--- src/rtl/afc_pkg.sv ---
package afc_pkg;
  localparam int POL_W  = 5;
  localparam int MASK_W = 3;

  typedef enum logic [3:0] {
    CLS_LDST  = 4'd0,
    CLS_EXCL  = 4'd1,
    CLS_PREF  = 4'd2,
    CLS_DUAL  = 4'd3,
    CLS_RFE   = 4'd4,
    CLS_MULTI = 4'd5,
    CLS_SWPW  = 4'd6,
    CLS_SWPB  = 4'd7,
    CLS_TBH   = 4'd8,
    CLS_TBB   = 4'd9,
    CLS_RAW   = 4'd15
  } acc_class_e;

  typedef enum logic [1:0] {
    MODE_FETCH = 2'd0,
    MODE_READ  = 2'd1,
    MODE_WRITE = 2'd2,
    MODE_OTHER = 2'd3
  } acc_mode_e;

  // bit 4 marker, bit 3 unaligned permitted, bits 2:0 mask
  typedef struct packed {
    logic              marker;
    logic              ua_ok;
    logic [MASK_W-1:0] mask;
  } policy_t;

  function automatic logic [MASK_W-1:0] size_mask(input logic [1:0] sz);
    case (sz)
      2'd0:    return 3'd0;
      2'd1:    return 3'd1;
      2'd2:    return 3'd3;
      default: return 3'd7;
    endcase
  endfunction

  function automatic policy_t make_pol(input logic [MASK_W-1:0] m, input logic ua);
    policy_t p;
    p.marker = 1'b1;
    p.ua_ok  = ua;
    p.mask   = m;
    return p;
  endfunction

  function automatic logic misaligned(input logic [MASK_W-1:0] lo, input logic [MASK_W-1:0] m);
    return |(lo & m);
  endfunction
endpackage

--- src/rtl/afc_policy_gen.sv ---
module afc_policy_gen
  import afc_pkg::*;
(
  input  logic [3:0]       cls,
  input  logic [1:0]       size,
  input  logic [POL_W-1:0] raw,
  output policy_t          pol
);
  always_comb begin
    case (cls)
      CLS_LDST:  pol = make_pol(size_mask(size), 1'b1);
      CLS_EXCL,
      CLS_PREF:  pol = make_pol(size_mask(size), 1'b0);
      CLS_DUAL,
      CLS_RFE,
      CLS_MULTI,
      CLS_SWPW:  pol = make_pol(3'd3, 1'b0);
      CLS_SWPB:  pol = make_pol(3'd0, 1'b0);
      CLS_TBH:   pol = make_pol(3'd1, 1'b1);
      CLS_TBB:   pol = make_pol(3'd0, 1'b1);
      CLS_RAW:   pol = policy_t'(raw);
      default:   pol = '0;
    endcase
  end
endmodule

--- src/rtl/afc_fault_eval.sv ---
module afc_fault_eval
  import afc_pkg::*;
(
  input  logic [MASK_W-1:0] addr_lo,
  input  logic [1:0]        mode,
  input  policy_t           pol,
  input  logic              strict,
  output logic              align_hit,
  output logic              marker_bad
);
  logic is_data;
  logic strict_req;

  assign is_data    = (mode != MODE_FETCH);
  assign strict_req = strict | ~pol.ua_ok;
  assign align_hit  = is_data & pol.marker & strict_req & misaligned(addr_lo, pol.mask);
  assign marker_bad = is_data & ~pol.marker;
endmodule

--- src/rtl/align_fault_check.sv ---
module align_fault_check
  import afc_pkg::*;
#(
  parameter int ADDR_W = 32
) (
  input  logic                clk,
  input  logic                rst_n,
  input  logic                strict_align,
  input  logic                req_valid,
  output logic                req_ready,
  input  logic [ADDR_W-1:0]   req_addr,
  input  logic [1:0]          req_mode,
  input  logic [3:0]          req_class,
  input  logic [1:0]          req_size,
  input  logic [POL_W-1:0]    req_policy,
  output logic                fwd_valid,
  input  logic                fwd_ready,
  output logic [ADDR_W-1:0]   fwd_addr,
  output logic [1:0]          fwd_mode,
  output logic                fault_align,
  output logic                fault_policy,
  output logic [ADDR_W-1:0]   fault_addr,
  input  logic                sticky_clr,
  output logic                fault_sticky
);
  policy_t pol;
  logic    align_hit;
  logic    marker_bad;
  logic    fault_now;
  logic    acc_fire;

  logic              slot_q;
  logic [ADDR_W-1:0] slot_addr_q;
  logic [1:0]        slot_mode_q;
  logic              fa_q, fp_q, sticky_q;
  logic [ADDR_W-1:0] fault_addr_q;

  afc_policy_gen u_pol (
    .cls  (req_class),
    .size (req_size),
    .raw  (req_policy),
    .pol  (pol)
  );

  afc_fault_eval u_eval (
    .addr_lo    (req_addr[MASK_W-1:0]),
    .mode       (req_mode),
    .pol        (pol),
    .strict     (strict_align),
    .align_hit  (align_hit),
    .marker_bad (marker_bad)
  );

  assign fault_now = align_hit | marker_bad;
  assign req_ready = ~slot_q | fwd_ready;
  assign acc_fire  = req_valid & req_ready;

  always_ff @(posedge clk) begin
    if (!rst_n) begin
      slot_q       <= 1'b0;
      slot_addr_q  <= '0;
      slot_mode_q  <= '0;
      fa_q         <= 1'b0;
      fp_q         <= 1'b0;
      sticky_q     <= 1'b0;
      fault_addr_q <= '0;
    end else begin
      if (acc_fire && !fault_now) begin
        slot_q      <= 1'b1;
        slot_addr_q <= req_addr;
        slot_mode_q <= req_mode;
      end else if (fwd_ready) begin
        slot_q <= 1'b0;
      end
      fa_q <= acc_fire & align_hit;
      fp_q <= acc_fire & marker_bad;
      if (acc_fire && fault_now) begin
        fault_addr_q <= req_addr;
        sticky_q     <= 1'b1;
      end else if (sticky_clr) begin
        sticky_q <= 1'b0;
      end
    end
  end

  assign fwd_valid    = slot_q;
  assign fwd_addr     = slot_addr_q;
  assign fwd_mode     = slot_mode_q;
  assign fault_align  = fa_q;
  assign fault_policy = fp_q;
  assign fault_addr   = fault_addr_q;
  assign fault_sticky = sticky_q;
endmodule

--- config.mk ---
export PLATFORM = sky130hd
export DESIGN_NAME = align_fault_check
export DESIGN_NICKNAME = d
export VERILOG_FILES = /design/src/rtl/afc_pkg.sv /design/src/rtl/afc_policy_gen.sv /design/src/rtl/afc_fault_eval.sv /design/src/rtl/align_fault_check.sv
export SDC_FILE = /design/constraint.sdc
export NUM_CORES = 1
export LEC_CHECK = 0
export BUFFER_PORTS_ARGS = -buffer_cell sky130_fd_sc_hd__buf_2
export CELL_PAD_IN_SITES_DETAIL_PLACEMENT = 1
export CELL_PAD_IN_SITES_GLOBAL_PLACEMENT = 1
export CORE_UTILIZATION = 31
export DETAILED_ROUTE_END_ITERATION = 16
export HOLD_SLACK_MARGIN = 0.1
export PLACE_DENSITY_LB_ADDON = 0.1
export SYNTH_ARGS = -nofsm -noshare
export SYNTH_HDL_FRONTEND = slang
export SYNTH_SLANG_ARGS = --single-unit
export TNS_END_PERCENT = 100
--- constraint.sdc ---
create_clock -name clk -period 1.7 [get_ports clk]
set_input_delay 0.085 -clock clk [delete_from_list [all_inputs] [get_ports clk]]
set_output_delay 0.085 -clock clk [all_outputs]
set_load 0.05 [all_outputs]
After elaboration in Yosys (flattened, before gate mapping)
Index checks and enable logic that the tools add are counted.
{ "word_totals": {"ff_bits": 70, "input_bits": 51, "output_inout_bits": 71, "elab_cells": 50} }
{ "op_classes": {"n_eq_ne": 12, "mux": 6, "bitwise": 14, "reduce_logical": 11} }
{ "op_table": {"columns": ["operator", "n"], "rows": [
  ["$pmux 5 s7", 1],
  ["$eq 4x3->1 const B", 4],
  ["$eq 4x4->1 const B", 3],
  ["$pmux 3 s3", 1],
  ["$eq 4x2->1 const B", 2],
  ["$and 1x1->1", 7],
  ["$reduce_bool 2->1", 3],
  ["$eq 4x1->1 const B", 1],
  ["$logic_not 4->1", 1],
  ["$mux 1", 4],
  ["$reduce_or 4->1", 1],
  ["$and 3x3->3", 1],
  ["$not 1->1", 3],
  ["$or 1x1->1", 3],
  ["$reduce_or 3->1", 1],
  ["$eq 2x1->1 const B", 1],
  ["$eq 2x2->1 const B", 1],
  ["$logic_and 1x1->1", 2],
  ["$logic_not 2->1", 1],
  ["$reduce_or 2->1", 1],
  ["$logic_not 1->1", 1]
]} }

Depth between registers and ports, before layout
{ "logic_depth": {"word_depth": 11, "depth_mapped": 7, "depth_no_buf": 5} }

Cells and area by module
Synthesis repeated with hierarchy kept, for this count alone.
{ "unflattened": {"hier_cells": 296, "hier_area_um2": 2896.5} }
{ "modules_own_cells": {"columns": ["module", "instances", "cells_per_inst", "area_per_inst_um2", "seq_area_each_um2"], "rows": [
  ["align_fault_check", 1, 266, 2656.3, 1401.3],
  ["afc_policy_gen", 1, 25, 207.7, 0.0],
  ["afc_fault_eval", 1, 5, 32.5, 0.0]
]} }

Worst setup path after synthesis
No wires, ideal clock.
{ "synth_timing": {"kind": "register to register", "from": "register slot_q, in the netlist fwd_valid", "to": "register slot_addr_q[30], in the netlist fwd_addr[30]", "setup_time_ns": 0.128, "t_arrival_ns": 2.023, "required_ns": 1.572, "path_slack_ns": -0.451, "stages_incl_launch_ff": 6, "n_path_buf": 1, "period_less_slack_ns": 2.151, "path_cell_list": "dfxtp_1 nand2b_1 o311ai_0 o311ai_2 buf_2 o22ai_1"} }
{ "synth_between": {"elab_chain_cells": 4} }
{ "synth_lines": {"columns": ["element", "line_no", "rtl"], "rows": [
  ["from (decl)", "align_fault_check.sv:32", "logic slot_q;"],
  ["from (signal assigned)", "align_fault_check.sv:60", "slot_q <= 1'b0;"],
  ["from (signal assigned)", "align_fault_check.sv:69", "slot_q <= 1'b1;"],
  ["from (signal assigned)", "align_fault_check.sv:73", "slot_q <= 1'b0;"],
  ["$not 1->1", "align_fault_check.sv:55", "assign req_ready = ~slot_q | fwd_ready;"],
  ["$or 1x1->1", "align_fault_check.sv:55", null],
  ["named net req_ready", "align_fault_check.sv:10", "output logic req_ready,"],
  ["$and 1x1->1", "align_fault_check.sv:56", "assign acc_fire = req_valid & req_ready;"],
  ["$logic_and 1x1->1", "align_fault_check.sv:68", "if (acc_fire && !fault_now) begin"],
  ["to (signal assigned)", "align_fault_check.sv:70", "slot_addr_q <= req_addr;"],
  ["to (decl)", "align_fault_check.sv:33", "logic [ADDR_W-1:0] slot_addr_q;"]
]} }
The timed path passes the listed nets, and every way through them passes these cells.
A chain may end at the register's enable or synchronous reset.

Final worst setup path
{ "layout_timing": {"from": "input fwd_ready", "to": "register slot_addr_q[19], in the netlist fwd_addr[19]"} }
{ "layout_between": {"elab_chain_cells": 3} }
{ "layout_lines": {"columns": ["element", "line_no", "rtl"], "rows": [
  ["from (decl)", "align_fault_check.sv:17", "input logic fwd_ready,"],
  ["$or 1x1->1", "align_fault_check.sv:55", null],
  ["$and 1x1->1", "align_fault_check.sv:56", null],
  ["$logic_and 1x1->1", "align_fault_check.sv:68", null]
]} }
Every way passes these cells.

==> results_dict.tcl <==
set metrics [dict create \
    status "finished clean" \
    clock-sinks 70 \
    wl_per_cell_um 14.71 \
    grt_antenna_before_repair 0 \
    seqPwrFrac_pct 39.6 \
    place_congestion 0.7551 \
    grt_overflow 0 \
    drtIter0Drc 39 \
    seq_area_frac_synth_pct 48.26 \
    post_layout_nonfiller_instances 614 \
    antennaDiodeCount 0 \
    place_hpwl_mm 6.302 \
    cts.path.max_buffers 2 \
    cts_tree "built" \
    cp.depth 8 \
    switching_share_pct 32.37 \
    clk_latency_ns 0.34 \
    synth-seq-cells 70 \
    dieArea_um2 9758 \
    ir_drop_v 0.0004177 \
    worst_slew_pin_slew_ns 0.5306 \
    hold_path_depth 4 \
    synth.top_cell.area_share_pct 48.26 \
    cp_slowest_cell "dlygate4sd3_1" \
    synth-edff-count 0 \
    internal-power_mw 3.093 \
    dpl.cell_count 561 \
    die_h_um 98.79 \
    synth_nets 386 \
    synthFlopType "dfxtp_1" \
    maxSlewViolCount 0 \
    start_util_pct 32.66 \
    grt_max_degree 36 \
    portBuffers 121 \
    use_met3_pct 3.121 \
    setup-tns-final_ns 0 \
    crit_chain "dlygate4sd3_1, buf_2, nand2b_4, o311ai_0, buf_4, o311ai_4, buf_12, o22ai_1" \
    top_usage_layer "met2" \
    ant_nets 0 \
    slew_headroom_pct 64.18 \
    core_um2 8891 \
    slowest_delay_ns 0.53 \
    crit_fanout 22 \
    clk_pin_slew_ns 0.08 \
    hold_viol 0 \
    post_cts_buffers 0 \
    cp.required_ns 1.93 \
    fin_nets 552 \
    max_freq_ghz 0.6220 \
    end_kind "flop" \
    arrival_ns 1.83 \
    grt_pass1_vias 3028 \
    met2_usage_pct 34.10 \
    cpLargestDelayFamily "buffers and inverters" \
    min_path_type "in -> reg" \
    yosysUniqueCellTypes 40 \
    grt_pass1_wl_mm 14.50 \
    p_leak_nw 1.971 \
    dr_total_vias 2943 \
    grt_use_total_pct 18.94 \
    setup_viol 0 \
    avgSynthCellArea_um2 8.669 \
    root_buffer "clkbuf_8" \
    first_pass_iters 4 \
    post-route-period-util_pct 94.58 \
    p_comb_share_pct 25.4 \
    async_reset_ff_share_pct 0 \
    area_delta_synth_final_pct 50.19 \
    yosys-top-cells-area "dfxtp_1 48%, nand2_1 13%, mux2i_1 11%" \
    synth_area_um2 2904 \
    p_per_area_nw_per_um2 1049 \
    fin_skew_ns 0.008082 \
    rows 34 \
    drt-vias-per-instance 4.793 \
    pwr-share-clk_pct 35.0 \
    cp.buffers_inverters 4 \
    drc 0 \
    ios 122 \
    die_x_um 98.79 \
    cap_violations 0 \
    synthCells 335 \
    grt.met1_usage_pct 22.52 \
    p_sw_mw 1.481 \
    rsz0062_at_grt "true" \
    cts_buffers 9 \
    drive_gt1_share_pct 33.79 \
    startpoint_type "input pin" \
    routed_wirelength_mm 9.034 \
    htree_levels 3 \
    rr_worst_depth 6 \
    yosysTopAreaCell "dfxtp_1" \
    finalCriticalPeriod_ns 1.608 \
    path_class "in -> reg" \
    ys_warn_count 0 \
]
[final timing paths]
check                       from        endpoint  slack (ns)
setup / recovery       fwd_ready    fwd_addr[19]        0.09
hold / removal       req_addr[0]     fwd_addr[0]        0.17
setup reg to reg       fwd_valid    fwd_addr[19]        0.18
hold reg to reg   fault_addr[12]  fault_addr[12]        0.46
[power by group through the flow]
stage	logic (mW)	clock network (mW)	registers, mW
floorplan	0.358	0	2.24
global placement	1.09	0	1.85
detailed placement	1.10	0	1.85
CTS	1.17	1.65	1.81
global route	1.23	1.72	1.83
finish	1.16	1.60	1.81
[placed cells by master (no fill, tap or decap), types with 2 or more instances in the layout]
master,instances
clkbuf_8,12
buf_12,4
mux2i_1,32
dlygate4sd3_1,37
inv_1,38
dfxtp_1,69
o22ai_1,35
bufinv_16,2
a22oi_1,2
nand2_1,101
nor3_1,2
buf_4,14
o2111ai_1,2
nor2_1,2
a31oi_2,2
and4_4,2
buf_2,121
[routing by layer]
| metal | routed length [µm] | up-vias | part of all wire, % |
|---|---|---|---|
| li1 | - | 1451 | - |
| met1 | 4009 | 1408 | 44 |
| met2 | 4560 | 75 | 50 |
| met3 | 349 | 9 | 3.9 |
| met4 | 114 | 0 | 1.3 |
| met5 | 0 | - | 0 |
[cells by family after synthesis]
family / share of synthesized area, %
simple gates: 16.76
buf+inv: 9.565
mux: 11.03
compound gates: 14.39
flops: 48.25
[cell usage after synthesis (2+ instances only)]
library cell    n
buf_8           3
a22oi_1         2
a31oi_1         2
o22ai_1        35
dfxtp_1        70
nor2_1          3
mux2i_1        32
nand2_1       101
buf_2           3
buf_6           2
clkbuf_1       14
o2111ai_1       2
nor3_1          2
inv_1          38
[state kept, by name (all words and copies together) (netlist names)]
name,flops
fault_sticky,1
fwd_mode,2
fault_align,1
fault_policy,1
fwd_addr,32
fault_addr,32
fwd_valid,1
[final cells by class]
type,count,area (µm²)
Clock buffer,12,165.2
Clock inverter,4,76.32
Fill cell,1098,4529
Inverter,38,142.6
Multi-Input combinational cell,205,1267
Sequential cell,70,1403
Tap cell,108,135.1
Timing Repair Buffer,177,1172
[tightest hold or removal path, stage by stage]
cell and delay (ns):
buf_2 0.13, buf_4 0.14, nand2_1 0.05, o22ai_1 0.06
[through the flow]
stage	hold WS, ns	instance area, µm²	power (mW)	setup WS [ns]	util [%]
after global routing	0.1794	4362	4.783	-0.004482	49.06
after CTS	0.1537	4358	4.635	0.09232	49.01
after floorplan	0.2256	2932	2.602	-0.01303	-
after detailed placement	0.3540	3746	2.949	-0.1502	42.13
final	0.1700	4362	4.574	0.09217	49.06
after global placement	0.3480	3746	2.932	-0.05567	42.13
[what timing repair did]
action,4_1_cts,5_1_grt
gates resized for setup,0,1
endpoints found under the hold margin,66,0
endpoints found under the setup margin,0,11
hold buffers,37,0
No activity file was read; power rests on OpenSTA's default activity.
